--- src/rtl/fll_pkg.sv ---
package fll_pkg;

    localparam int SPD_BASE_HZ = 250;
    localparam int SPD_STEP_HZ = 100;
    localparam int SPD_CODES   = 16;

    typedef enum logic [2:0] {
        PH_OFF,
        PH_START,
        PH_RUN,
        PH_REV,
        PH_BRAKE
    } phase_e;

    typedef enum logic [1:0] {
        BR_HIZ = 2'b00,
        BR_FWD = 2'b01,
        BR_REV = 2'b10,
        BR_BRK = 2'b11
    } bridge_e;

endpackage

--- src/rtl/fll_period_disc.sv ---
module fll_period_disc
    import fll_pkg::*;
#(
    parameter int REF_HZ = 40000
) (
    input  logic       clk,
    input  logic       rst_n,
    input  logic       fg_in,
    input  logic [3:0] spd_code,
    output logic       chg_pulse,
    output logic       dis_pulse,
    output logic       motor_stopped
);
    localparam int MAX_T = REF_HZ / SPD_BASE_HZ;
    localparam int CW    = $clog2(2 * MAX_T + 2);

    typedef struct packed {
        logic [2:0]          sync;
        logic [1:0][CW-1:0]  cnt;
        logic                act;
        logic                stopped;
        logic [CW-1:0]       pw;
        logic                up;
    } disc_t;

    disc_t d, q;
    logic [SPD_CODES-1:0][CW-1:0] tgt_tab;
    logic [CW-1:0] tgt, lim, meas;
    logic          fg_edge;

    // Target period for each speed code, fixed at elaboration
    for (genvar i = 0; i < SPD_CODES; i++) begin : g_tgt
        assign tgt_tab[i] = CW'(REF_HZ / (SPD_BASE_HZ + SPD_STEP_HZ * i));
    end

    always_comb begin
        d       = q;
        d.sync  = {q.sync[1:0], fg_in};
        fg_edge = q.sync[1] & ~q.sync[2];
        tgt     = tgt_tab[spd_code];
        lim     = {tgt[CW-2:0], 1'b0};
        meas    = q.cnt[q.act] + CW'(1);
        if (q.pw != '0) begin
            d.pw = q.pw - CW'(1);
        end
        if (fg_edge) begin
            // swap roles: the other counter starts timing the next cycle
            d.act          = ~q.act;
            d.cnt[~q.act]  = '0;
            if (q.stopped) begin
                d.stopped = 1'b0;
                d.pw      = '0;
            end else if (meas > tgt) begin
                d.pw = meas - tgt;
                d.up = 1'b1;
            end else begin
                d.pw = tgt - meas;
                d.up = 1'b0;
            end
        end else if (q.cnt[q.act] >= lim) begin
            d.stopped = 1'b1;
            d.pw      = '0;
        end else begin
            d.cnt[q.act] = q.cnt[q.act] + CW'(1);
        end
    end

    always_ff @(posedge clk) begin
        if (!rst_n) begin
            q         <= '0;
            q.stopped <= 1'b1;
        end else begin
            q <= d;
        end
    end

    assign chg_pulse     = (q.pw != '0) &&  q.up;
    assign dis_pulse     = (q.pw != '0) && !q.up;
    assign motor_stopped = q.stopped;

endmodule

--- src/rtl/fll_phase_timer.sv ---
module fll_phase_timer #(
    parameter int UNIT_TICKS = 82,
    parameter int VW         = 6
) (
    input  logic          clk,
    input  logic          rst_n,
    input  logic          load,
    input  logic [VW-1:0] load_val,
    output logic          done
);
    localparam int SW = (UNIT_TICKS > 1) ? $clog2(UNIT_TICKS) : 1;

    typedef struct packed {
        logic [VW-1:0] units;
        logic [SW-1:0] sub;
    } tmr_t;

    tmr_t d, q;
    logic unit_end;

    always_comb begin
        d        = q;
        unit_end = (q.sub == SW'(UNIT_TICKS - 1));
        if (load) begin
            d.units = load_val;
            d.sub   = '0;
        end else if (q.units != '0) begin
            if (unit_end) begin
                d.sub   = '0;
                d.units = q.units - VW'(1);
            end else begin
                d.sub = q.sub + SW'(1);
            end
        end
    end

    always_ff @(posedge clk) begin
        if (!rst_n) q <= '0;
        else        q <= d;
    end

    // last cycle of the final unit
    assign done = (q.units == VW'(1)) && unit_end;

endmodule

--- src/rtl/fll_drive_seq.sv ---
module fll_drive_seq
    import fll_pkg::*;
#(
    parameter int VW = 6
) (
    input  logic          clk,
    input  logic          rst_n,
    input  logic          ena,
    input  logic          sel_a,
    input  logic          sel_b,
    input  logic          dir_rev,
    input  logic [VW-1:0] start_units,
    input  logic [VW-1:0] rev_units,
    input  logic          tmr_done,
    output logic          tmr_load,
    output logic [VW-1:0] tmr_val,
    output phase_e        phase,
    output logic [1:0]    bridge,
    output logic          full_drive
);
    typedef struct packed {
        phase_e ph;
        logic   dir;
        logic   ena_prev;
    } seq_t;

    seq_t d, q;
    logic ena_rise;

    always_comb begin
        d          = q;
        d.ena_prev = ena;
        ena_rise   = ena & ~q.ena_prev;
        tmr_load   = 1'b0;
        tmr_val    = '0;
        case (q.ph)
            PH_OFF, PH_BRAKE: begin
                if (!sel_a) begin
                    d.ph = PH_OFF;
                end else if (sel_b) begin
                    d.ph = PH_BRAKE;
                end else if (ena_rise) begin
                    d.dir = dir_rev;
                    if (start_units != '0) begin
                        d.ph     = PH_START;
                        tmr_load = 1'b1;
                        tmr_val  = start_units;
                    end else begin
                        d.ph = PH_RUN;
                    end
                end
            end
            PH_START, PH_RUN: begin
                if (!sel_a) begin
                    d.ph = PH_OFF;
                end else if (sel_b || !ena) begin
                    if (rev_units != '0) begin
                        d.ph     = PH_REV;
                        tmr_load = 1'b1;
                        tmr_val  = rev_units;
                    end else begin
                        d.ph = PH_BRAKE;
                    end
                end else if (q.ph == PH_START && tmr_done) begin
                    d.ph = PH_RUN;
                end
            end
            PH_REV: begin
                if (tmr_done) d.ph = PH_BRAKE;
            end
            default: d.ph = PH_OFF;
        endcase
    end

    always_ff @(posedge clk) begin
        if (!rst_n) begin
            q.ph       <= PH_OFF;
            q.dir      <= 1'b0;
            q.ena_prev <= 1'b0;
        end else begin
            q <= d;
        end
    end

    always_comb begin
        case (q.ph)
            PH_START, PH_RUN: bridge = q.dir ? BR_REV : BR_FWD;
            PH_REV:           bridge = q.dir ? BR_FWD : BR_REV;
            PH_BRAKE:         bridge = BR_BRK;
            default:          bridge = BR_HIZ;
        endcase
    end

    assign phase      = q.ph;
    assign full_drive = (q.ph == PH_START) || (q.ph == PH_REV);

endmodule

--- src/rtl/fll_motor_ctrl.sv ---
module fll_motor_ctrl
    import fll_pkg::*;
#(
    parameter int REF_HZ     = 40000,
    parameter int UNIT_TICKS = 82,
    parameter int TIME_W     = 6,
    parameter int GAIN_W     = 3
) (
    input  logic              clk,
    input  logic              rst_n,
    input  logic              fg_in,
    input  logic              ena,
    input  logic              sel_a,
    input  logic              sel_b,
    input  logic              dir_rev,
    input  logic [3:0]        spd_code,
    input  logic [TIME_W-1:0] start_units,
    input  logic [TIME_W-1:0] rev_units,
    input  logic [GAIN_W-1:0] gain_code,
    output logic [1:0]        bridge,
    output logic              full_drive,
    output logic              loop_on,
    output logic              chg,
    output logic              dis,
    output logic [GAIN_W-1:0] gain_out
);
    typedef struct packed {
        logic [GAIN_W-1:0] gain;
    } top_t;

    top_t d, q;

    logic              chg_pulse, dis_pulse, fg_stopped;
    logic              tmr_load, tmr_done;
    logic [TIME_W-1:0] tmr_val;
    phase_e            phase;

    fll_period_disc #(.REF_HZ(REF_HZ)) u_disc (
        .clk           (clk),
        .rst_n         (rst_n),
        .fg_in         (fg_in),
        .spd_code      (spd_code),
        .chg_pulse     (chg_pulse),
        .dis_pulse     (dis_pulse),
        .motor_stopped (fg_stopped)
    );

    fll_phase_timer #(.UNIT_TICKS(UNIT_TICKS), .VW(TIME_W)) u_tmr (
        .clk      (clk),
        .rst_n    (rst_n),
        .load     (tmr_load),
        .load_val (tmr_val),
        .done     (tmr_done)
    );

    fll_drive_seq #(.VW(TIME_W)) u_seq (
        .clk         (clk),
        .rst_n       (rst_n),
        .ena         (ena),
        .sel_a       (sel_a),
        .sel_b       (sel_b),
        .dir_rev     (dir_rev),
        .start_units (start_units),
        .rev_units   (rev_units),
        .tmr_done    (tmr_done),
        .tmr_load    (tmr_load),
        .tmr_val     (tmr_val),
        .phase       (phase),
        .bridge      (bridge),
        .full_drive  (full_drive)
    );

    always_comb begin
        d      = q;
        d.gain = gain_code;
    end

    always_ff @(posedge clk) begin
        if (!rst_n) q <= '0;
        else        q <= d;
    end

    assign loop_on  = (phase == PH_RUN);
    assign chg      = loop_on & chg_pulse;
    assign dis      = fg_stopped | (loop_on & dis_pulse);
    assign gain_out = q.gain;

endmodule

--- config.mk ---
export PLATFORM = sky130hd
export DESIGN_NAME = fll_motor_ctrl
export DESIGN_NICKNAME = d
export VERILOG_FILES = /design/src/rtl/fll_pkg.sv /design/src/rtl/fll_period_disc.sv /design/src/rtl/fll_phase_timer.sv /design/src/rtl/fll_drive_seq.sv /design/src/rtl/fll_motor_ctrl.sv
export SDC_FILE = /design/constraint.sdc
export NUM_CORES = 1
export LEC_CHECK = 0
export ABC_CLOCK_PERIOD_IN_PS = 3900
export BUFFER_PORTS_ARGS = -buffer_cell sky130_fd_sc_hd__buf_2
export CORE_MARGIN = 10
export CORE_UTILIZATION = 45
export DETAILED_ROUTE_END_ITERATION = 8
export PLACE_DENSITY_LB_ADDON = 0.05
export SETUP_SLACK_MARGIN = 0.05
export SLEW_MARGIN = 20
export SYNTH_ARGS = -nofsm -noshare
export SYNTH_HDL_FRONTEND = slang
export SYNTH_HIERARCHICAL = 1
export SYNTH_SLANG_ARGS = --single-unit
--- constraint.sdc ---
create_clock -name clk -period 3.9 [get_ports clk]
set_clock_uncertainty 0.15 [all_clocks]
set_input_delay 0.78 -clock clk [delete_from_list [all_inputs] [get_ports clk]]
set_output_delay 0.78 -clock clk [all_outputs]
set_load 0.01 [all_outputs]
==> Yosys cells after proc, flatten, opt, wreduce, memory -nomap -nowiden <==
Memory sizes are Yosys's and may differ from the RTL's.
Index checks and enable logic that the tools add are counted.
{ "classes": {"n_lt_le_gt_ge": 7, "n_eq_ne": 10, "n_addsub": 6, "bitwise_logic": 13, "muxes": 48, "n_reduce_logical": 26} }
{ "ops": {"columns": ["operator", "n"], "rows": [
  ["$mux 9", 7],
  ["$mux 6", 8],
  ["$mux 18", 2],
  ["$mux 10", 3],
  ["$mux 13", 2],
  ["$mux 3", 7],
  ["$and 18x18->18", 1],
  ["$bwmux 18", 1],
  ["$demux 9 s1", 2],
  ["$not 18->18", 1],
  ["$reduce_bool 6->1", 3],
  ["$sub 9x9->9", 2],
  ["$pmux 6 s2", 1],
  ["$add 9x1->9 const B", 1],
  ["$ge 9x9->1", 1],
  ["$gt 9x9->1", 1],
  ["$pmux 3 s3", 1],
  ["$reduce_bool 9->1", 1],
  ["$sub 9x1->9 const B", 1],
  ["$add 7x1->7 const B", 1],
  ["$eq 7x7->1 const B", 1],
  ["$mux 1", 7],
  ["$mux 7", 1],
  ["$eq 3x2->1 const B", 2],
  ["other kinds (27)", 52]
]} }
{ "totals": {"register_bits": 54, "out_inout_bits": 9, "inputBits": 26, "word_cells": 124, "romBits": 144, "memories": 1} }
{ "mem_list": {"columns": ["memory", "depth", "word_bits", "rd", "rd_ports_with_merged_regs", "write_ports", "line_no", "text"], "rows": [
  ["(no name shown)", 16, 9, 1, 0, 0, "fll_period_disc.sv:40", "tgt = tgt_tab[spd_code];"]
]} }

==> Logic depth before layout (Yosys ltp) <==
Gate-level depths: netlist of the first run.
{ "depth": {"ltp_word": 8, "ltp_mapped": 20, "mapped_depth_nobuf": 16} }

==> By module <==
The synthesis of the first run kept the hierarchy.
{ "modules_own_cells": {"columns": ["mod", "area_per_inst_um2", "seq_area_each_um2", "instances", "cells_each"], "rows": [
  ["fll_period_disc", 3020.4, 660.6, 1, 393],
  ["fll_phase_timer", 768.2, 260.2, 1, 89],
  ["fll_drive_seq", 549.3, 100.1, 1, 66],
  ["fll_motor_ctrl", 112.6, 60.1, 1, 9]
]} }

==> Worst setup path before layout of the first run <==
No wires, ideal clock.
{ "synth_timing": {"path_kind": "register to register", "start": "register u_disc/q[11] (netlist name)", "end": "register u_disc/q[6] (netlist name)", "synth_period_minus_slack_ps": 4261, "path_stages_with_launch": 21, "setup_slack_ps": -361, "arrival_ps": 3985, "setup_ps": 126, "cell_sequence": "dfxtp_1 buf_2 buf_1 clkbuf_1 nor2b_1 a21oi_1 inv_1 ha_1 nand4b_1 nand2_1 xor2_1 inv_1 ha_1 clkbuf_1 and3_1 nand4_1 o21a_1 a21oi_4 mux2i_1 xor2_1 o22ai_1"} }
{ "synth_via": {"elab_chain_len": 7, "elab_cells_between_ends": 12, "classes_between": "add/sub (3); order compare (2); mux (6); reduce/logical (1)"} }
{ "synth_rtl": {"columns": ["item", "line_no", "text"], "rows": [
  ["from (decl)", "fll_period_disc.sv:26", "disc_t d, q;"],
  ["$mux 9 (implied by the code) * (2 in a row)", "fll_period_disc.sv:42, fll_period_disc.sv:60", null],
  ["$add 9x1->9", "fll_period_disc.sv:42", "meas = q.cnt[q.act] + CW'(1);"],
  ["$sub 9x9->9, or another cell as far along", "fll_period_disc.sv:57", "d.pw = tgt - meas;"],
  ["$mux 10", "fll_period_disc.sv:53", "end else if (meas > tgt) begin"],
  ["$mux 9", "fll_period_disc.sv:50", "if (q.stopped) begin"],
  ["$mux 10", "fll_period_disc.sv:46", "if (fg_edge) begin"]
]} }
Every way passes the cells marked *; elsewhere a longest branch is shown, timed or not. The select of a mux whose other input is x is not followed.
A chain may end at the register's enable or synchronous reset.

==> Final worst setup path of the first run <==
Ends and elaborated chain as after synthesis.

==> summary.md, run 1 <==
| Metric | Value |
|---|---|
| Depth of the worst register-to-register path | 14 |
| Count of unique library cells instantiated by Yosys | 76 |
| Fraction of registers with async set or reset after synthesis | 0% |
| Worst Hold Endpoint | u_disc/d[32] |
| Sequential group share of total power | 38.9% |
| Simple-gate portion of the synthesized area | between 20% and 30% |
| Die footprint | 0.0143 sq mm |
| Pin count of the biggest net entering global routing | 36 |
| Max-cap check violation count | 0 |
| Critical Setup Path Class | flop to flop |
| Power share of the clock group | 24.8% |
| Type of origin of the critical path | flop |
| First-pass GRT wire length | 18900 um |
| Critical-path top delay cell | sky130_fd_sc_hd__dfxtp_4 |
| Core area | 0.00968 sq mm |
| Average detailed-routed wire length per instance | approximately 15 um |
| WL final | 11200 um |
| Number of I/O port buffers | 34 |
| Gate power share | 36.4% |
| Worst hold path class | flop to flop |
| Result of the run | finished clean |
| Count of standard-cell rows | 36 |
| Final antenna-violating net count | 0 |
| Clk sink count | 54 |
| Total DRC errors in the routed layout | 0 |
| Final Slew Violations | 0 |
| Clock transition at the registers of the reported paths | 110 ps |
| Leading register cell type out of synthesis | sky130_fd_sc_hd__dfxtp_1 |
| Arrival @ worst endpoint | 3670 ps |
| Post-synth top area cell | sky130_fd_sc_hd__dfxtp_1 |
| Xor and xnor fraction of the mapped netlist area | 5.31% |
| Internal power | about 0.0011 W |
| Die H | 119 um |
| Effective utilization at floorplan | 46.0% |
| Synth Area in Compound Gates | 23.0% |
| Synth top area share | 24.3% |
| Worst flop-to-flop path startpoint | u_disc/q[11] |
| Post-Synthesis Net Count | a little over 600 |
| Ports placed on the boundary | 35 |
| H-tree levels | 2 |
| Total clock buffers created by CTS | 5 |
| Proportion of synthesized chip area in sequential cells | 24.3% |
| Detailed placement HPWL | 8630 um |
| FF+latch count, synth | 54 |
| Peak clock frequency supported by timing | roughly 0.28 GHz |
| Power, Total | between 0.0015 and 0.002 W |
| Master cell of the clock root buffer | sky130_fd_sc_hd__clkbuf_8 |
| DRT Pass-1 Iters | 7 |
| TritonCTS clock tree | done |
| Static Leak | approximately 2.2 nW |
| Number of synthesized flops with an enable pin | 0 |
| RePlAce Congestion | 0.926 |
| Chain of cells forming the critical path | mux2_2, buf_4, a21boi_0, buf_4, xor2_1, inv_1, ha_1, and3_4, nand4_1, o21a_1, a21oi_4, mux2i_2, xor2_1, o22ai_1 |
| Final standard cell utilization of the core | 51.5% |
| Min-Delay Path Depth | 1 |
| Period minus WS final | between 3000 and 4000 ps |
| Number of DRC markers in iteration 0 | ~290 |
| Worst-case clock buffer depth | 2 |
| Number of synthesis warnings | 6 |
| Net Sw Frac | 35.8% |
| Fraction of final layout cells sized beyond drive strength 1 | approximately 16% |
| Power Dens Cells | 331 mW/mm^2 |
| Setup WS pre-CTS | -68.3 ps |
| Via-to-Cell Ratio | 5.63 |
| End of the worst register-to-register path | u_disc/q[6] |
| NumNets Final | 657 |
| Peak ir drop on the vdd network | 0.171 mV |
| Final setup vio count | 0 |
| Minimum setup slack in the final design | 285 ps |
| Mapped Area | about 0.0045 sq mm |
| Slew headroom | 42.0% |
| Layout area overhead | 12.1% |
| Mean instance size in the synthesized netlist | 7.99 sq um |
| Final hold violation count | 0 |
| Vias in the first global route | 3890 |
| Transition at the pin with the smallest max-transition slack | 869 ps |
| Leading post-synthesis cells by cell area | sky130_fd_sc_hd__dfxtp_1 24%, sky130_fd_sc_hd__ha_1 9.8%, sky130_fd_sc_hd__o21ai_0 4.2% |
| Hold Startpoint | u_disc/d[31] |
| Share of cell area taken by muxes after synthesis | under 10% |
| Post-cts hold buffer count | 0 |
| Width of the die | between 100 and 150 um |
| Required time of the critical path | 3950 ps |
| Final clock period utilization by the worst path | 92.7% |
| Unrepaired setup endpoints after global routing | no |
| Final antenna diode count | 0 |
| Remaining global-route overflow | 0 |
| Combinational family with the most area after synthesis | simple AND/OR/NAND/NOR gates |
| Worst setup slack for register-to-register paths | approximately 280 ps |
| Antenna violations before repair | 0 |
| Total Routing Usage GR | between 10% and 20% |
| Largest fanout on the critical path | 7 |
| Smallest hold slack | around 300 ps |
| Vias after detailed routing | 4101 |
| Adder and majority cell fraction of the synthesized area | ~11% |
| Setup crit end kind | flop |
| Clock latency on the worst-skew pair | 320 ps |
| Largest stage delay on the critical path | between 400 and 500 ps |
| Synthesized instance count | 557 |
| P_sw | 0.000591 W |
==> cells by family after synthesis <==
group,Yosys count
adder cells (fa/ha/maj),37
AND/OR/NAND/NOR,209
AO/OA/AOI/OAI,149
buffers and inverters,62
XOR/XNOR,27
multiplexers,19
flip-flops,54
==> flip-flops by register name, summed over array words and instances, names as in the netlist <==
register / flops
u_tmr/q: 13
u_disc/d: 2
u_disc/motor_stopped: 1
gain_out: 3
u_seq/q: 2
u_disc/q: 30
u_seq/phase: 3
==> worst max path at each step <==
stage | from | endpoint | slack [ps] | depth (start not counted)
6_report | u_disc/q[11] | u_disc/q[6] | 280 | 14
2_1_floorplan | u_disc/q[11] | u_disc/q[6] | 60 | 20
3_3_place_gp | spd_code[1] | u_disc/q[5] | 40 | 13
5_1_grt | u_disc/q[11] | u_disc/q[6] | 50 | 14
3_5_place_dp | spd_code[1] | u_disc/q[4] | -70 | 13
4_1_cts | u_disc/q[11] | u_disc/q[4] | 90 | 14
==> synthesized netlist by cell type, types with 10 or more instances <==
cell type / instances
sky130_fd_sc_hd__mux2i_1: 14
sky130_fd_sc_hd__nor2_1: 29
sky130_fd_sc_hd__o21ai_0: 37
sky130_fd_sc_hd__nand3_1: 29
sky130_fd_sc_hd__nand4_1: 15
sky130_fd_sc_hd__a21oi_1: 26
sky130_fd_sc_hd__xor2_1: 11
sky130_fd_sc_hd__ha_1: 35
sky130_fd_sc_hd__clkbuf_1: 18
sky130_fd_sc_hd__nand2b_1: 13
sky130_fd_sc_hd__o22ai_1: 10
sky130_fd_sc_hd__dfxtp_1: 54
sky130_fd_sc_hd__inv_1: 31
sky130_fd_sc_hd__nor2b_1: 15
sky130_fd_sc_hd__xnor2_1: 16
sky130_fd_sc_hd__nand2_1: 43
sky130_fd_sc_hd__and2_1: 16
==> power by group through the flow <==
stage | logic (W) | clock network [W] | registers [W]
global route | 0.000676 | 0.000455 | 0.000650
finish | 0.000601 | 0.000410 | 0.000642
floorplan | 0.000439 | 0 | 0.000640
global placement | 0.000587 | 0 | 0.000654
CTS | 0.000596 | 0.000427 | 0.000642
detailed placement | 0.000591 | 0 | 0.000655
==> per-layer routing <==
layer	up-vias	GRT usage, %	wire, um
met5	-	0	0
met2	71	24.4	5100
met1	1922	21.8	5590
met3	7	2.41	409
met4	0	2.64	63
li1	2101	-	-
==> final cells by class <==
type / instances / area [sq um]
clock inverter: 3 / 48.8
fill: 960 / 4690
timing repair buffer: 59 / 362
multi-input combinational: 441 / 3140
inverter: 33 / 124
sequential: 54 / 1080
tap: 133 / 166
clock buffer: 5 / 68.8
==> worst max-delay path, delay by kind of cell (launching register included) <==
kind | cells | cell delay, ps
XOR/XNOR | 2 | 450
buffers and inverters | 3 | 400
adder cells (fa/ha/maj) | 1 | 320
AO/OA/AOI/OAI | 4 | 800
AND/OR/NAND/NOR | 2 | 330
multiplexers | 2 | 650
flip-flops | 1 | 410
==> what timing repair did <==
action                                  4_1_cts  5_1_grt
endpoints found under the setup margin        0        8
setup buffers                                 0        1
resized for setup                             0        7
==> cell usage in the layout (no fill, tap or decap), types with 10 or more instances in the layout <==
cell	n
sky130_fd_sc_hd__dfxtp_1	53
sky130_fd_sc_hd__nand2_1	43
sky130_fd_sc_hd__o21ai_0	37
sky130_fd_sc_hd__ha_1	35
sky130_fd_sc_hd__buf_2	34
sky130_fd_sc_hd__inv_1	31
sky130_fd_sc_hd__nand3_1	29
sky130_fd_sc_hd__nor2_1	29
sky130_fd_sc_hd__a21oi_1	26
sky130_fd_sc_hd__buf_4	24
sky130_fd_sc_hd__and2_1	16
sky130_fd_sc_hd__xnor2_1	16
sky130_fd_sc_hd__nand4_1	15
sky130_fd_sc_hd__nor2b_1	14
sky130_fd_sc_hd__nand2b_1	13
sky130_fd_sc_hd__mux2i_1	13
sky130_fd_sc_hd__o22ai_1	10
sky130_fd_sc_hd__xor2_1	10
==> through the flow <==
stage | TNS [ps] | cell area, sq um | instances
floorplan | 0 | 4460 | 557
global placement | 0 | 4840 | 719
detailed placement | -297 | 4840 | 719
CTS | 0 | 4960 | 727
global route | 0 | 4990 | 728
finish | 0 | 4990 | 728
Power figures use the tool's default switching activity.
==> run 2, diff against run 1 <==
PLACE_DENSITY = 0.65   (was unset)
PLACE_DENSITY_LB_ADDON = unset   (was 0.05)
==> run 2 against run 1 <==
Compared with the run above:
- largest cell class unchanged
- critical path depth up 2
- combinational power decreased by 3%
- design area up 0.10%
- via count is 0.56% higher
- sequential power about the same
- clock power is 6.8% lower
- first-iteration DRC count rose by 28%
- non-clock buffer count shrank 3
- sequential cell count unchanged
- maximum frequency shrank 0.90%
- core utilization grew 0.052 points
- global-route usage fell by 0.49 points
==> summary.md, run 2 (synthesis gave the netlist of run 1 again) <==
| Metric | Value |
|---|---|
| Master cell of the clock root buffer | sky130_fd_sc_hd__clkbuf_8 |
| Post-Route Setup TNS | 0 ps (unchanged) |
| Total clock buffers created by CTS | 5 (unchanged) |
| NumNets Final | 654 (-0.46%) |
| Registers with the most flip-flops | u_disc/q: 30 flops, u_tmr/q: 13 flops |
| Layout area overhead | 12.2% |
| Final Slew Violations | 0 (unchanged) |
| Non-filler cells in the finished layout | 725 (-0.41%) |
| Max FFs per register | 30 (unchanged) |
| Post-cts hold buffer count | 0 (unchanged) |
| Transition at the pin with the smallest max-transition slack | 911 ps (+42.0 ps) |
| Number of DRC markers in iteration 0 | 369 (+28%) |
| Vias after detailed routing | 4124 (+0.56%) |
| Power, Total | 0.00160 W (-3.1%) |
| Clock latency on the worst-skew pair | 310 ps (about the same) |
| Total DRC errors in the routed layout | 0 (unchanged) |
| Clk sink count | 54 (unchanged) |
| Clock transition at the registers of the reported paths | 100 ps (about the same) |
| Ports placed on the boundary | 35 (unchanged) |
| Cell area reported after detailed placement | 0.00479 sq mm (-0.93%) |
| Via-to-Cell Ratio | 5.69 (+0.98%) |
| Number of I/O port buffers | 34 (unchanged) |
| Critical Setup Path Class | flop to flop |
| H-tree levels | 2 (unchanged) |
| Result of the run | finished clean |
| Most flop-heavy register | u_disc/q |
| Peak clock frequency supported by timing | 0.274 GHz (-0.90%) |
| Total Routing Usage GR | 14.9% (-0.49 points) |
| Die H | 119 um (unchanged) |
| Vias in the first global route | 3948 (+1.5%) |
| Commonest non-fill, non-tap cell in the layout | sky130_fd_sc_hd__dfxtp_1 |
| Worst hold path class | flop to flop |
| Final clock period utilization by the worst path | 93.5% (+0.85 points) |
| Slew headroom | 38.8% (-3.2 points) |
| Cell type with the highest occurrence count on the critical path | sky130_fd_sc_hd__inv_1 |
| Power Dens Cells | 321 mW/mm^2 (-3.1%) |
| Effective utilization at floorplan | 46.0% (unchanged) |
| RePlAce Congestion | 0.875 (-5.6%) |
| Die footprint | 0.0143 sq mm (unchanged) |
| Worst-case clock buffer depth | 2 (unchanged) |
| Leading cell types in the layout, fill and taps excluded | 53 x sky130_fd_sc_hd__dfxtp_1, 41 x sky130_fd_sc_hd__nand2_1, 37 x sky130_fd_sc_hd__o21ai_0 |
| Arrival @ worst endpoint | 3690 ps (+20 ps) |
| Smallest hold slack | 296 ps (-7.15 ps) |
| Final instance area | 0.00499 sq mm (+0.10%) |
| Period minus WS final | 3650 ps (+33.0 ps) |
| Width of the die | 119 um (unchanged) |
| Required time of the critical path | 3940 ps (about the same) |
| Antenna violations before repair | 0 (unchanged) |
| Number of filler cells placed in the layout | 956 (-0.42%) |
| Pin count of the biggest net entering global routing | 32 (-11%) |
| DRT Pass-1 Iters | 5 (-2) |
| First-pass GRT wire length | 18500 um (-2.3%) |
| Remaining global-route overflow | 0 (unchanged) |
| Critical-path top delay cell | sky130_fd_sc_hd__dfxtp_1 |
| Type of origin of the critical path | flop |
| Chain of cells forming the critical path | nor2b_2, a21oi_1, inv_1, ha_2, nand4b_1, nand2_2, xor2_4, inv_1, ha_1, and3_1, nand4_1, o21a_2, a21oi_4, mux2i_1, xor2_1, o22ai_1 |
| Unrepaired setup endpoints after global routing | no |
| Detailed placement HPWL | 8330 um (-3.4%) |
| Setup crit end kind | flop |
| Max-cap check violation count | 0 (unchanged) |
| Final hold violation count | 0 (unchanged) |
| Placed Instances | 713 (-0.83%) |
| Peak ir drop on the vdd network | 0.282 mV (+65%) |
| Final antenna-violating net count | 0 (unchanged) |
| Core area | 0.00968 sq mm (unchanged) |
| TritonCTS clock tree | done |
| Fraction of final layout cells sized beyond drive strength 1 | 17.1% (+0.93 points) |
| Final antenna diode count | 0 (unchanged) |
| WL final | 10900 um (-2.4%) |
| Final setup vio count | 0 (unchanged) |
| Largest fanout on the critical path | 6 (-1) |
| Average detailed-routed wire length per instance | 15.0 um (-2.0%) |
| Largest stage delay on the critical path | 370 ps (-40 ps) |
| Count of standard-cell rows | 36 (unchanged) |
| Static Leak | 2.17 nW (-0.24%) |
[run 2: per-layer routing]
metal  vias to the layer above  part of all wire (%)  GRT usage (%)
met5                         -                     0              0
met4                         0                   1.2           3.24
met3                        16                   3.5           2.79
met2                        67                    48           25.0
met1                      1958                    48           19.4
li1                       2083                     -              -
[run 2: worst paths after layout]
path / cells past startpoint / slack (ps) / from / to
worst min register to register: 1 / 300 / u_disc/d[31] / u_disc/d[32]
worst min-delay path: 1 / 300 / u_disc/d[31] / u_disc/d[32]
worst max register to register: 16 / 250 / u_disc/q[13] / u_disc/q[6]
worst max-delay path: 16 / 250 / u_disc/q[13] / u_disc/q[6]
[run 2: through the flow]
stage / setup WS [ps] / utilization (%)
final: 252 / 51.6
after global routing: 46.2 / 51.6
after CTS: 90.8 / 50.6
after detailed placement: -99.2 / 49.5
after global placement: -1.98 / 49.5
after floorplan: 55.4 / -
[run 2: where the power goes]
group	switching, W	total [W]	internal (W)
Sequential	0.0000439	0.000640	0.000596
Combinational	0.000321	0.000581	0.000261
Clock	0.000193	0.000382	0.000189
[run 2: layout make-up]
class,count,area [sq um],share of cell area [%]
Inverter,33,124,2.48
Timing Repair Buffer,56,335,6.71
Clock buffer,5,68.8,1.38
Tap cell,133,166,3.33
Clock inverter,3,40.0,0.802
Sequential cell,54,1080,21.7
Multi-Input combinational cell,441,3180,63.6
[run 2: what timing repair did]
item	4_1_cts	5_1_grt
gates resized for setup	0	14
setup endpoints to repair	0	8
setup buffers	0	4
[run 2: worst max-delay path, delay by kind of cell, from the launching register on]
family	cells	cell delay [ps]
AND/OR/NAND/NOR	5	950
AO/OA/AOI/OAI	4	720
adder cells (fa/ha/maj)	2	580
flip-flops	1	370
XOR/XNOR	2	370
multiplexers	1	250
buffers and inverters	2	130
